<file path="config.mk">
export PLATFORM = sky130hd
export DESIGN_NAME = trace_capture_ctrl
export DESIGN_NICKNAME = d
export VERILOG_FILES = /design/src/rtl/tcc_pkg.sv /design/src/rtl/tcc_wrap.sv /design/src/rtl/tcc_ram.sv /design/src/rtl/tcc_ctrl.sv /design/src/rtl/trace_capture_ctrl.sv
export SDC_FILE = /design/constraint.sdc
export NUM_CORES = 2
export LEC_CHECK = 0
export ABC_CLOCK_PERIOD_IN_PS = 4400
export CAP_MARGIN = 20
export CORE_ASPECT_RATIO = 1.4
export CORE_UTILIZATION = 56
export CTS_CLUSTER_SIZE = 28
export DETAILED_ROUTE_END_ITERATION = 8
export PLACE_DENSITY_LB_ADDON = 0.12
export SLEW_MARGIN = 30
export SYNTH_ARGS = -nofsm -noshare
export SYNTH_HDL_FRONTEND = slang
export SYNTH_SLANG_ARGS = --single-unit
</file>
<file path="constraint.sdc">
create_clock -name clk -period 4.4 [get_ports clk]
set_clock_uncertainty 0.05 [all_clocks]
set_input_delay 0.66 -clock clk [delete_from_list [all_inputs] [get_ports clk]]
set_output_delay 0.66 -clock clk [all_outputs]
set_load 0.01 [all_outputs]
</file>
<file path="src/rtl/tcc_pkg.sv">
package tcc_pkg;
  localparam int PKT_W = 64;
  localparam int REG_W = 32;

  // register word indices, from bus_addr[3:2]
  localparam logic [1:0] IDX_POS  = 2'd0;
  localparam logic [1:0] IDX_CTRL = 2'd1;
  localparam logic [1:0] IDX_FLOW = 2'd2;

  // control word bit positions
  localparam int B_EN     = 31;
  localparam int B_HALT   = 9;
  localparam int B_RAMP   = 8;
  localparam int B_REGP   = 7;
  localparam int B_STOPEN = 6;
  localparam int B_STRTEN = 5;

  // flow word bit positions
  localparam int B_ASTOP = 0;
  localparam int B_AHALT = 1;

  typedef struct packed {
    logic       en;
    logic       halt;
    logic       ram_prot;
    logic       reg_prot;
    logic       stop_en;
    logic       start_en;
    logic [4:0] wrap;
  } ctrl_t;

  function automatic logic [REG_W-1:0] ctrl_pack(input ctrl_t c);
    logic [REG_W-1:0] v;
    v = '0;
    v[B_EN]     = c.en;
    v[B_HALT]   = c.halt;
    v[B_RAMP]   = c.ram_prot;
    v[B_REGP]   = c.reg_prot;
    v[B_STOPEN] = c.stop_en;
    v[B_STRTEN] = c.start_en;
    v[4:0]      = c.wrap;
    return v;
  endfunction

  function automatic ctrl_t ctrl_unpack(input logic [REG_W-1:0] v);
    ctrl_t c;
    c.en       = v[B_EN];
    c.halt     = v[B_HALT];
    c.ram_prot = v[B_RAMP];
    c.reg_prot = v[B_REGP];
    c.stop_en  = v[B_STOPEN];
    c.start_en = v[B_STRTEN];
    c.wrap     = v[4:0];
    return c;
  endfunction
endpackage

</file>
<file path="src/rtl/tcc_wrap.sv">
module tcc_wrap #(
  parameter int ADDR_W = 9
) (
  input  logic [ADDR_W-1:0] ptr_i,
  input  logic [4:0]        wrap_i,
  output logic [ADDR_W-1:0] ptr_o
);
  localparam logic [ADDR_W-1:0] STEP = ADDR_W'(8);

  logic [5:0]        lim;
  logic [ADDR_W-1:0] win;
  logic [ADDR_W-1:0] inc;

  assign lim = {1'b0, wrap_i} + 6'd4;

  // each bit below position wrap+4 moves with the increment, the rest hold
  for (genvar i = 0; i < ADDR_W; i++) begin : g_win
    assign win[i] = (6'(i) < lim);
  end

  assign inc   = ptr_i + STEP;
  assign ptr_o = (ptr_i & ~win) | (inc & win);
endmodule

</file>
<file path="src/rtl/tcc_ram.sv">
module tcc_ram #(
  parameter int ADDR_W = 9,
  parameter int DATA_W = 64
) (
  input  logic                clk,
  input  logic                pkt_we,
  input  logic [ADDR_W-4:0]   pkt_idx,
  input  logic [DATA_W-1:0]   pkt_data,
  input  logic                bus_acc,
  input  logic                bus_write,
  input  logic                bus_ok,
  input  logic [ADDR_W-4:0]   bus_idx,
  input  logic [DATA_W-1:0]   bus_wdata,
  output logic [DATA_W-1:0]   rd_data
);
  localparam int DEPTH = 1 << (ADDR_W - 3);

  logic [DATA_W-1:0] mem [DEPTH];

  always_ff @(posedge clk) begin
    if (pkt_we)
      mem[pkt_idx] <= pkt_data;
    else if (bus_acc && bus_write && bus_ok)
      mem[bus_idx] <= bus_wdata;
  end

  always_ff @(posedge clk) begin
    if (bus_acc && !bus_write && bus_ok)
      rd_data <= mem[bus_idx];
    else
      rd_data <= '0;
  end
endmodule

</file>
<file path="src/rtl/tcc_ctrl.sv">
module tcc_ctrl
  import tcc_pkg::*;
#(
  parameter int ADDR_W = 9
) (
  input  logic              clk,
  input  logic              rst_n,
  input  logic              sw_we,
  input  logic [1:0]        sw_idx,
  input  logic [REG_W-1:0]  sw_wdata,
  input  logic              pkt_wr,
  input  logic              start_in,
  input  logic              stop_in,
  output ctrl_t             ctrl_o,
  output logic [ADDR_W-1:0] ptr_o,
  output logic [REG_W-1:0]  sw_rdata
);
  ctrl_t             ctrl_q, ctrl_d;
  logic [ADDR_W-1:0] ptr_q, ptr_d, ptr_adv, wm_q, wm_d;
  logic              astop_q, astop_d, ahalt_q, ahalt_d;
  logic              lock_q, lock_d;
  logic              wr_pos, wr_ctrl, wr_flow;
  logic [ADDR_W-1:0] sw_addr_val;
  logic              wm_hit, start_go, stop_go, lock_clear;

  tcc_wrap #(.ADDR_W(ADDR_W)) u_wrap (
    .ptr_i (ptr_q),
    .wrap_i(ctrl_q.wrap),
    .ptr_o (ptr_adv)
  );

  assign wr_pos      = sw_we && (sw_idx == IDX_POS);
  assign wr_ctrl     = sw_we && (sw_idx == IDX_CTRL);
  assign wr_flow     = sw_we && (sw_idx == IDX_FLOW);
  assign sw_addr_val = {sw_wdata[ADDR_W-1:3], 3'b000};

  assign wm_hit     = pkt_wr && astop_q && (ptr_adv == wm_q);
  assign start_go   = ctrl_q.start_en && start_in;
  assign stop_go    = ctrl_q.stop_en && stop_in;
  assign lock_clear = (wr_pos && (sw_addr_val != ptr_q)) ||
                      (wr_flow && (sw_addr_val != wm_q)) ||
                      (wr_ctrl && sw_wdata[B_EN]);

  always_comb begin
    ctrl_d  = ctrl_q;
    ptr_d   = ptr_q;
    wm_d    = wm_q;
    astop_d = astop_q;
    ahalt_d = ahalt_q;
    lock_d  = lock_q;

    if (wr_ctrl)
      ctrl_d = ctrl_unpack(sw_wdata);
    else if (start_go && !lock_q)
      ctrl_d.en = 1'b1;

    if (wr_pos)
      ptr_d = sw_addr_val;
    else if (pkt_wr)
      ptr_d = ptr_adv;

    if (wr_flow) begin
      wm_d    = sw_addr_val;
      astop_d = sw_wdata[B_ASTOP];
      ahalt_d = sw_wdata[B_AHALT];
    end

    if (lock_clear)
      lock_d = 1'b0;

    if (wm_hit) begin
      ctrl_d.en = 1'b0;
      lock_d    = 1'b1;
      if (ahalt_q)
        ctrl_d.halt = 1'b1;
    end

    if (stop_go)
      ctrl_d.en = 1'b0;
  end

  always_ff @(posedge clk or negedge rst_n) begin
    if (!rst_n) begin
      ctrl_q          <= '0;
      ctrl_q.reg_prot <= 1'b1;
      ptr_q           <= '0;
      wm_q            <= '0;
      astop_q         <= 1'b0;
      ahalt_q         <= 1'b0;
      lock_q          <= 1'b0;
    end else begin
      ctrl_q  <= ctrl_d;
      ptr_q   <= ptr_d;
      wm_q    <= wm_d;
      astop_q <= astop_d;
      ahalt_q <= ahalt_d;
      lock_q  <= lock_d;
    end
  end

  always_comb begin
    sw_rdata = '0;
    case (sw_idx)
      IDX_POS:  sw_rdata[ADDR_W-1:3] = ptr_q[ADDR_W-1:3];
      IDX_CTRL: sw_rdata = ctrl_pack(ctrl_q);
      IDX_FLOW: begin
        sw_rdata[ADDR_W-1:3] = wm_q[ADDR_W-1:3];
        sw_rdata[B_ASTOP]    = astop_q;
        sw_rdata[B_AHALT]    = ahalt_q;
      end
      default:  sw_rdata = '0;
    endcase
  end

  assign ctrl_o = ctrl_q;
  assign ptr_o  = ptr_q;


  stop_wins_chk: assert property (@(posedge clk) disable iff (!rst_n)
    stop_go |=> !ctrl_q.en);


  wm_stop_chk: assert property (@(posedge clk) disable iff (!rst_n)
    wm_hit |=> (!ctrl_q.en && lock_q));


  lock_hold_chk: assert property (@(posedge clk) disable iff (!rst_n)
    (lock_q && !ctrl_q.en && !lock_clear && !wr_ctrl) |=> !ctrl_q.en);


  wm_halt_chk: assert property (@(posedge clk) disable iff (!rst_n)
    (wm_hit && ahalt_q) |=> ctrl_q.halt);


  ptr_move_chk: assert property (@(posedge clk) disable iff (!rst_n)
    (pkt_wr && !wr_pos) |=> (ptr_q != $past(ptr_q)));
endmodule

</file>
<file path="src/rtl/trace_capture_ctrl.sv">
module trace_capture_ctrl
  import tcc_pkg::*;
#(
  parameter int ADDR_W = 9
) (
  input  logic              clk,
  input  logic              rst_n,
  input  logic              pkt_valid,
  output logic              pkt_ready,
  input  logic [PKT_W-1:0]  pkt_data,
  input  logic              start_in,
  input  logic              stop_in,
  input  logic              dbg_en,
  output logic              halt_req_o,
  input  logic              bus_valid,
  input  logic              bus_write,
  input  logic              bus_ram,
  input  logic              bus_priv,
  input  logic [ADDR_W-1:0] bus_addr,
  input  logic [PKT_W-1:0]  bus_wdata,
  output logic              bus_rvalid,
  output logic [PKT_W-1:0]  bus_rdata
);
  ctrl_t             ctrl;
  logic [ADDR_W-1:0] ptr;
  logic [REG_W-1:0]  sw_rdata, reg_rd_q;
  logic [PKT_W-1:0]  ram_rd;
  logic              ram_acc, pkt_wr, ram_ok, sw_we;
  logic              rvalid_q, rsel_ram_q;

  assign ram_acc   = bus_valid && bus_ram;
  assign pkt_ready = !ram_acc;
  assign pkt_wr    = pkt_valid && pkt_ready && ctrl.en;
  assign ram_ok    = bus_priv || !ctrl.ram_prot;
  assign sw_we     = bus_valid && bus_write && !bus_ram &&
                     (bus_priv || !ctrl.reg_prot);

  tcc_ctrl #(.ADDR_W(ADDR_W)) u_ctrl (
    .clk     (clk),
    .rst_n   (rst_n),
    .sw_we   (sw_we),
    .sw_idx  (bus_addr[3:2]),
    .sw_wdata(bus_wdata[REG_W-1:0]),
    .pkt_wr  (pkt_wr),
    .start_in(start_in),
    .stop_in (stop_in),
    .ctrl_o  (ctrl),
    .ptr_o   (ptr),
    .sw_rdata(sw_rdata)
  );

  tcc_ram #(.ADDR_W(ADDR_W), .DATA_W(PKT_W)) u_ram (
    .clk      (clk),
    .pkt_we   (pkt_wr),
    .pkt_idx  (ptr[ADDR_W-1:3]),
    .pkt_data (pkt_data),
    .bus_acc  (ram_acc),
    .bus_write(bus_write),
    .bus_ok   (ram_ok),
    .bus_idx  (bus_addr[ADDR_W-1:3]),
    .bus_wdata(bus_wdata),
    .rd_data  (ram_rd)
  );

  always_ff @(posedge clk or negedge rst_n) begin
    if (!rst_n) begin
      rvalid_q   <= 1'b0;
      rsel_ram_q <= 1'b0;
      reg_rd_q   <= '0;
    end else begin
      rvalid_q   <= bus_valid && !bus_write;
      rsel_ram_q <= bus_ram;
      reg_rd_q   <= sw_rdata;
    end
  end

  assign bus_rvalid = rvalid_q;
  assign bus_rdata  = rsel_ram_q ? ram_rd : {{(PKT_W-REG_W){1'b0}}, reg_rd_q};
  assign halt_req_o = ctrl.halt && dbg_en;


  user_ram_read_zero_chk: assert property (@(posedge clk) disable iff (!rst_n)
    (ram_acc && !bus_write && !bus_priv && ctrl.ram_prot) |=> (bus_rdata == '0));


  idle_ptr_chk: assert property (@(posedge clk) disable iff (!rst_n)
    (!ctrl.en && !sw_we) |=> (ptr == $past(ptr)));


  ready_stream_chk: assert property (@(posedge clk) disable iff (!rst_n)
    (pkt_valid && !pkt_ready) |-> ram_acc);
endmodule

</file>
# Yosys cells after proc, flatten, opt, wreduce, memory -nomap -nowiden

Memories as Yosys holds them, arrays and structs flattened. A register that Yosys moved wholly into a read port is not among the register bits.
Index checks and enable logic that the tools add are counted.

Memory bits (read-only): 0
Latch bits: 0
Memory bits (writable): 4,096
Word-level logic and storage cells: 98
Output and inout bits: 67
Memories: 1
Bits in registers: 63
Input port bits: 147

Memory list:

| memory    | words | bits a word | rd ports | clocked after Yosys merged registers in | wr ports | RTL line      | text |
|---|---|---|---|---|---|---|---|
| u_ram.mem | 64    | 64          | 1        | 1                                       | 1        | tcc_ram.sv:18 | `logic [DATA_W-1:0] mem [DEPTH];` |

Bitwise operators: 4
$add $sub $neg: 2
Reductions and logical operators: 39
Magnitude comparators: 9
Shift operators: 0
$mul: 0
Div/mod/pow operators: 0
Mux-type cells: 23
Equal/unequal tests: 5

Operators with widths:

| operator              | number |
|---|---|
| $mux W64              | 2 |
| $reduce_or A64 Y1     | 1 |
| $lt A3 B6 Y1 const A  | 4 |
| $logic_and A1 B1 Y1   | 23 |
| $mux W23              | 1 |
| $and A9 B9 Y9         | 2 |
| $mux W9               | 2 |
| $pmux W6 S3           | 1 |
| $mux W1               | 13 |
| $lt A1 B6 Y1 const A  | 2 |
| $lt A2 B6 Y1 const A  | 2 |
| $mux W10              | 1 |
| $add A9 B4 Y9 const B | 1 |
| $eq A9 B9 Y1          | 1 |
| $ne A9 B9 Y1          | 1 |
| $not A9 Y9            | 1 |
| $or A9 B9 Y9          | 1 |
| $logic_not A1 Y1      | 7 |
| $add A5 B3 Y6 const B | 1 |
| $lt A4 B6 Y1 const A  | 1 |
| $mux W6               | 1 |
| $ne A6 B6 Y1          | 1 |
| $logic_or A1 B1 Y1    | 4 |
| $pmux W2 S2           | 1 |
| other kinds (6)       | 7 |

# Depth between registers and ports, before layout

Depth in word-level cells: 9
Mapped depth: 10
Depth with buffers taken out: 7

# Cells and area by module

Synthesis repeated with hierarchy kept, for this count alone.

Cells, all modules: 7,546
Area total of the unflattened synthesis: 161,772.7 µm²

By module, submodules not included:

| module             | cells each | sequential area each (µm²) | times used | area an instance (µm²) |
|---|---|---|---|---|
| tcc_ram            | 7,233      | 124,279.2                  | 1          | 158,089.1 |
| tcc_ctrl           | 164        | 726.9                      | 1          | 1,781.7 |
| trace_capture_ctrl | 114        | 850.8                      | 1          | 1,645.3 |
| tcc_wrap           | 35         | 0.0                        | 1          | 256.5 |

# Least setup slack after synthesis

No wires, ideal clock.

Path kind: input -> register
Start point: input bus_addr[5]
End point: memory u_ram.mem[63][0] (enable)
Cell stages on the path: 9
Path buffers: 5
Slack: -0.858 ns
Required time: 3.863 ns
Arrival: 4.722 ns
Library setup time: 0.487 ns
Path through: buf_2 buf_2 buf_4 buf_2 buf_2 nand3_1 o21ai_0 nand2_1 nor2_1

Cells in the longest elaborated chain, start to end: 1

Ends and longest elaborated chain:

| item              | RTL line                 | text |
|---|---|---|
| start, declared   | trace_capture_ctrl.sv:19 | `input logic [ADDR_W-1:0] bus_addr,` |
| $mux W6 (no line) | -                        |  |
| end, declared     | tcc_ram.sv:18            |  |

No other way between the ends.

# Worst setup path after layout

Start point: register rsel_ram_q
End point: output bus_rdata[40]

Cells in the longest elaborated chain, start to end: 1

Ends and longest elaborated chain:

| item                   | RTL line                 | text |
|---|---|---|
| start, declared        | trace_capture_ctrl.sv:29 | `logic rvalid_q, rsel_ram_q;` |
| start signal, assigned | trace_capture_ctrl.sv:72 | `rsel_ram_q <= bus_ram;` |
| $mux W64               | trace_capture_ctrl.sv:78 | `assign bus_rdata = rsel_ram_q ? ram_rd : {{(PKT_W-REG_W){1'b0}}, reg_rd_q};` |
| end, declared          | trace_capture_ctrl.sv:22 | `output logic [PKT_W-1:0] bus_rdata` |

No other way between the ends.

==> results.toml <==
[global_route]
grt_max_degree = 114
antenna_found_initial = 23
grtUsageTotal_pct = 31.8
grt_pass1_vias = 80700
grt-ovfl-total = 0
grt_pass1_wl_mm = 627

[drt]
drc = 0
drt_iter0_markers = 11700
vias = 80200
drt_wl_total_mm = 453
drtAntennaViolNets = 0
dr.pass1.iters = 5
drt-vias-per-instance = 6.81
routedWlPerCell_um = 38.5

[synth]
synth_area_leaders = "edfxtp_1 (77%), mux4_2 (14%), o22ai_1 (1.5%), dfxtp_1 (0.80%), dfrtp_1 (0.64%)"
synth.largest_area_cell = "edfxtp_1"
ys_seq_elements = 4202
synth_flop_cell = "edfxtp_1"
syn_nets = 7134
synthTopCellsByCount = "edfxtp_1 (4096), mux4_2 (1013), o22ai_1 (385)"
synth-compound-area-share_pct = 2.90
syn_area_mm2 = 0.159
syn_avg_cell_area_um2 = 22.8
synth.most_common_cell = "edfxtp_1"
synth-xor-area-share_pct = 0.143
synth_top_family_by_area = "multiplexers"
synthMuxAreaShare_pct = 15.1
async_flop_share_pct = 1.00
ys_types = 67
synth_top_cell_area_share_pct = 77.2
synth-warning-count = 0
synth_cells = 6978
synth_edf_count = 4096
yosysSeqAreaShare_pct = 78.7
yosys.area_share.adder_pct = 0.0707
synthSimpleGateAreaFrac_pct = 1.55

[clock_tree]
cts-root-buf = "clkbuf_16"
clk-insertion-delay-late_ns = 0.93
cts_sinks = 4202
cts-resized-gates = 0
cts_buffers = 381
h-tree-depth = 5
cts_tree = "yes"
postCtsSetupBuffers = 0
hold_buffers = 1
clk_pin_slew_ns = 0.07
clockBufferDepth = 4

[setup_path]
crit_chain = "and2_1 -> clkdlybuf4s50_1"
cp-start-kind = "flop"
r2r_slack_ns = 0.75
cp_top_family = "flip-flops"
slowest_delay_ns = 1.01
critPathCaptureType = "output port"
arrival_ns = 3.28
cp_num_buf_inv = 1
crit_required_ns = 3.69
crit_type = "flop to output port"
cp_slowest_cell = "dfrtp_4"
crit_fanout = 39

[flow_run]
drv_cap = 0

[layout]
area_delta_synth_final_pct = 15.3
drive_gt1_share_pct = 28.3
final_nets = 7847
final_cells = 11800
fin_util_pct = 64.9

[sta]
tightest_slew_ns = 0.989
hold_slack_ns = 0.263
maxSlewViolCount = 0
min_period_ns = 3.99
grt_setup_unrepaired = "false"
finalSetupTns_ns = 0
fmax_mhz = 251
slew_headroom_pct = 33.2
fin_crit_sh_pct = 90.6
setup_viol = 0
final_hold_viol_count = 0

[die]
die-area_mm2 = 0.287
start_util_pct = 56.3
die_h_um = 633
std_cell_rows = 231
coreArea_mm2 = 0.283
die_x_um = 453
io_pins = 214

[placement]
place_inst = 11000
port_buffers = 211
place_congestion = 0.869
dp_hpwl_mm = 261

[power_and_ir_drop]
power_density_mw_per_mm2 = 463
p_leak_nw = 57.9
ir_worst_vdd_mv = 0.418

[worst_hold_path]
timing.hold.worst.class = "input pin to flop"

[outcome]
status = "completed"
sequential cells by signal (all words and copies together) (netlist names):
| register | flops |
|---|---|
| u_ctrl.astop_q | 1 |
| u_ctrl.lock_q | 1 |
| u_ctrl.ctrl_o | 11 |
| u_ram.mem | 4096 |
| u_ram.rd_data | 64 |
| rsel_ram_q | 1 |
| u_ctrl.ahalt_q | 1 |
| reg_rd_q | 11 |
| u_ctrl.wm_q | 6 |
| u_ctrl.ptr_o | 9 |
| bus_rvalid | 1 |
per-stage QoR:
stage	power, mW	cell area (µm²)	setup WS (ns)
6_report	85.1	184000	0.412
4_1_cts	85.4	184000	0.424
5_1_grt	87.1	184000	0.469
3_3_place_gp	52.0	171000	0.0695
3_5_place_dp	52.2	171000	0.0915
2_1_floorplan	49.4	159000	-0.858
per-layer routing:
layer / global-route usage [%] / wire, µm
met1: 42.3 / 164000
met2: 51.8 / 226000
met3: 6.24 / 42800
met4: 13.3 / 20100
met5: 0 / 27
final cells by class:
cell class / count / area (µm²)
tap: 3728 / 4660
clock inverter: 231 / 2390
fill: 18200 / 99200
inverter: 29 / 109
sequential: 4202 / 125000
timing repair buffer: 723 / 8670
antenna: 37 / 92.6
multi-input combinational: 2354 / 32300
clock buffer: 466 / 10200
cell usage in the layout (no fill, tap or decap), types with 77 or more instances in the layout:
cell type        netlist  routed
edfxtp_1            4096    4096
clkinv_1               0      77
clkbuf_16              0     390
nor3_1                88      88
mux4_2              1013    1013
clkdlybuf4s50_1        0     205
buf_4                 43     297
buf_12                 2     211
o22ai_1              385     385
nand2_1              220     174
cells by family (layout without fill, tap and decap cells):
logic type      count (synthesis)  after routing
xor+xnor                       26             26
other cells                     0             37
compound gates                671            671
flops                        4202           4202
mux                          1118           1118
simple gates                  530            530
fa+ha+maj                       9              9
buf+inv                       422           1449
worst paths after layout:
kind | start | endpoint | cells past startpoint
worst max-delay path | rsel_ram_q | bus_rdata[40] | 2
worst min-delay path | bus_addr[8] | u_ram.rd_data[52] | 2
worst max register to register | u_ctrl.ctrl_o[8] | u_ram.mem[9][23] | 6
max in group asynchronous | rst_n | reg_rd_q[7] | 3
min in group asynchronous | rst_n | rsel_ram_q | 3
worst min register to register | u_ctrl.ptr_o[0] | u_ctrl.ptr_o[0] | 1
report_power, final:
group          internal (mW)  switching, mW
Clock                   19.2           14.5
Combinational           2.11           3.74
Sequential              45.1          0.469
Note: power is estimated with default switching activity, not from simulation.
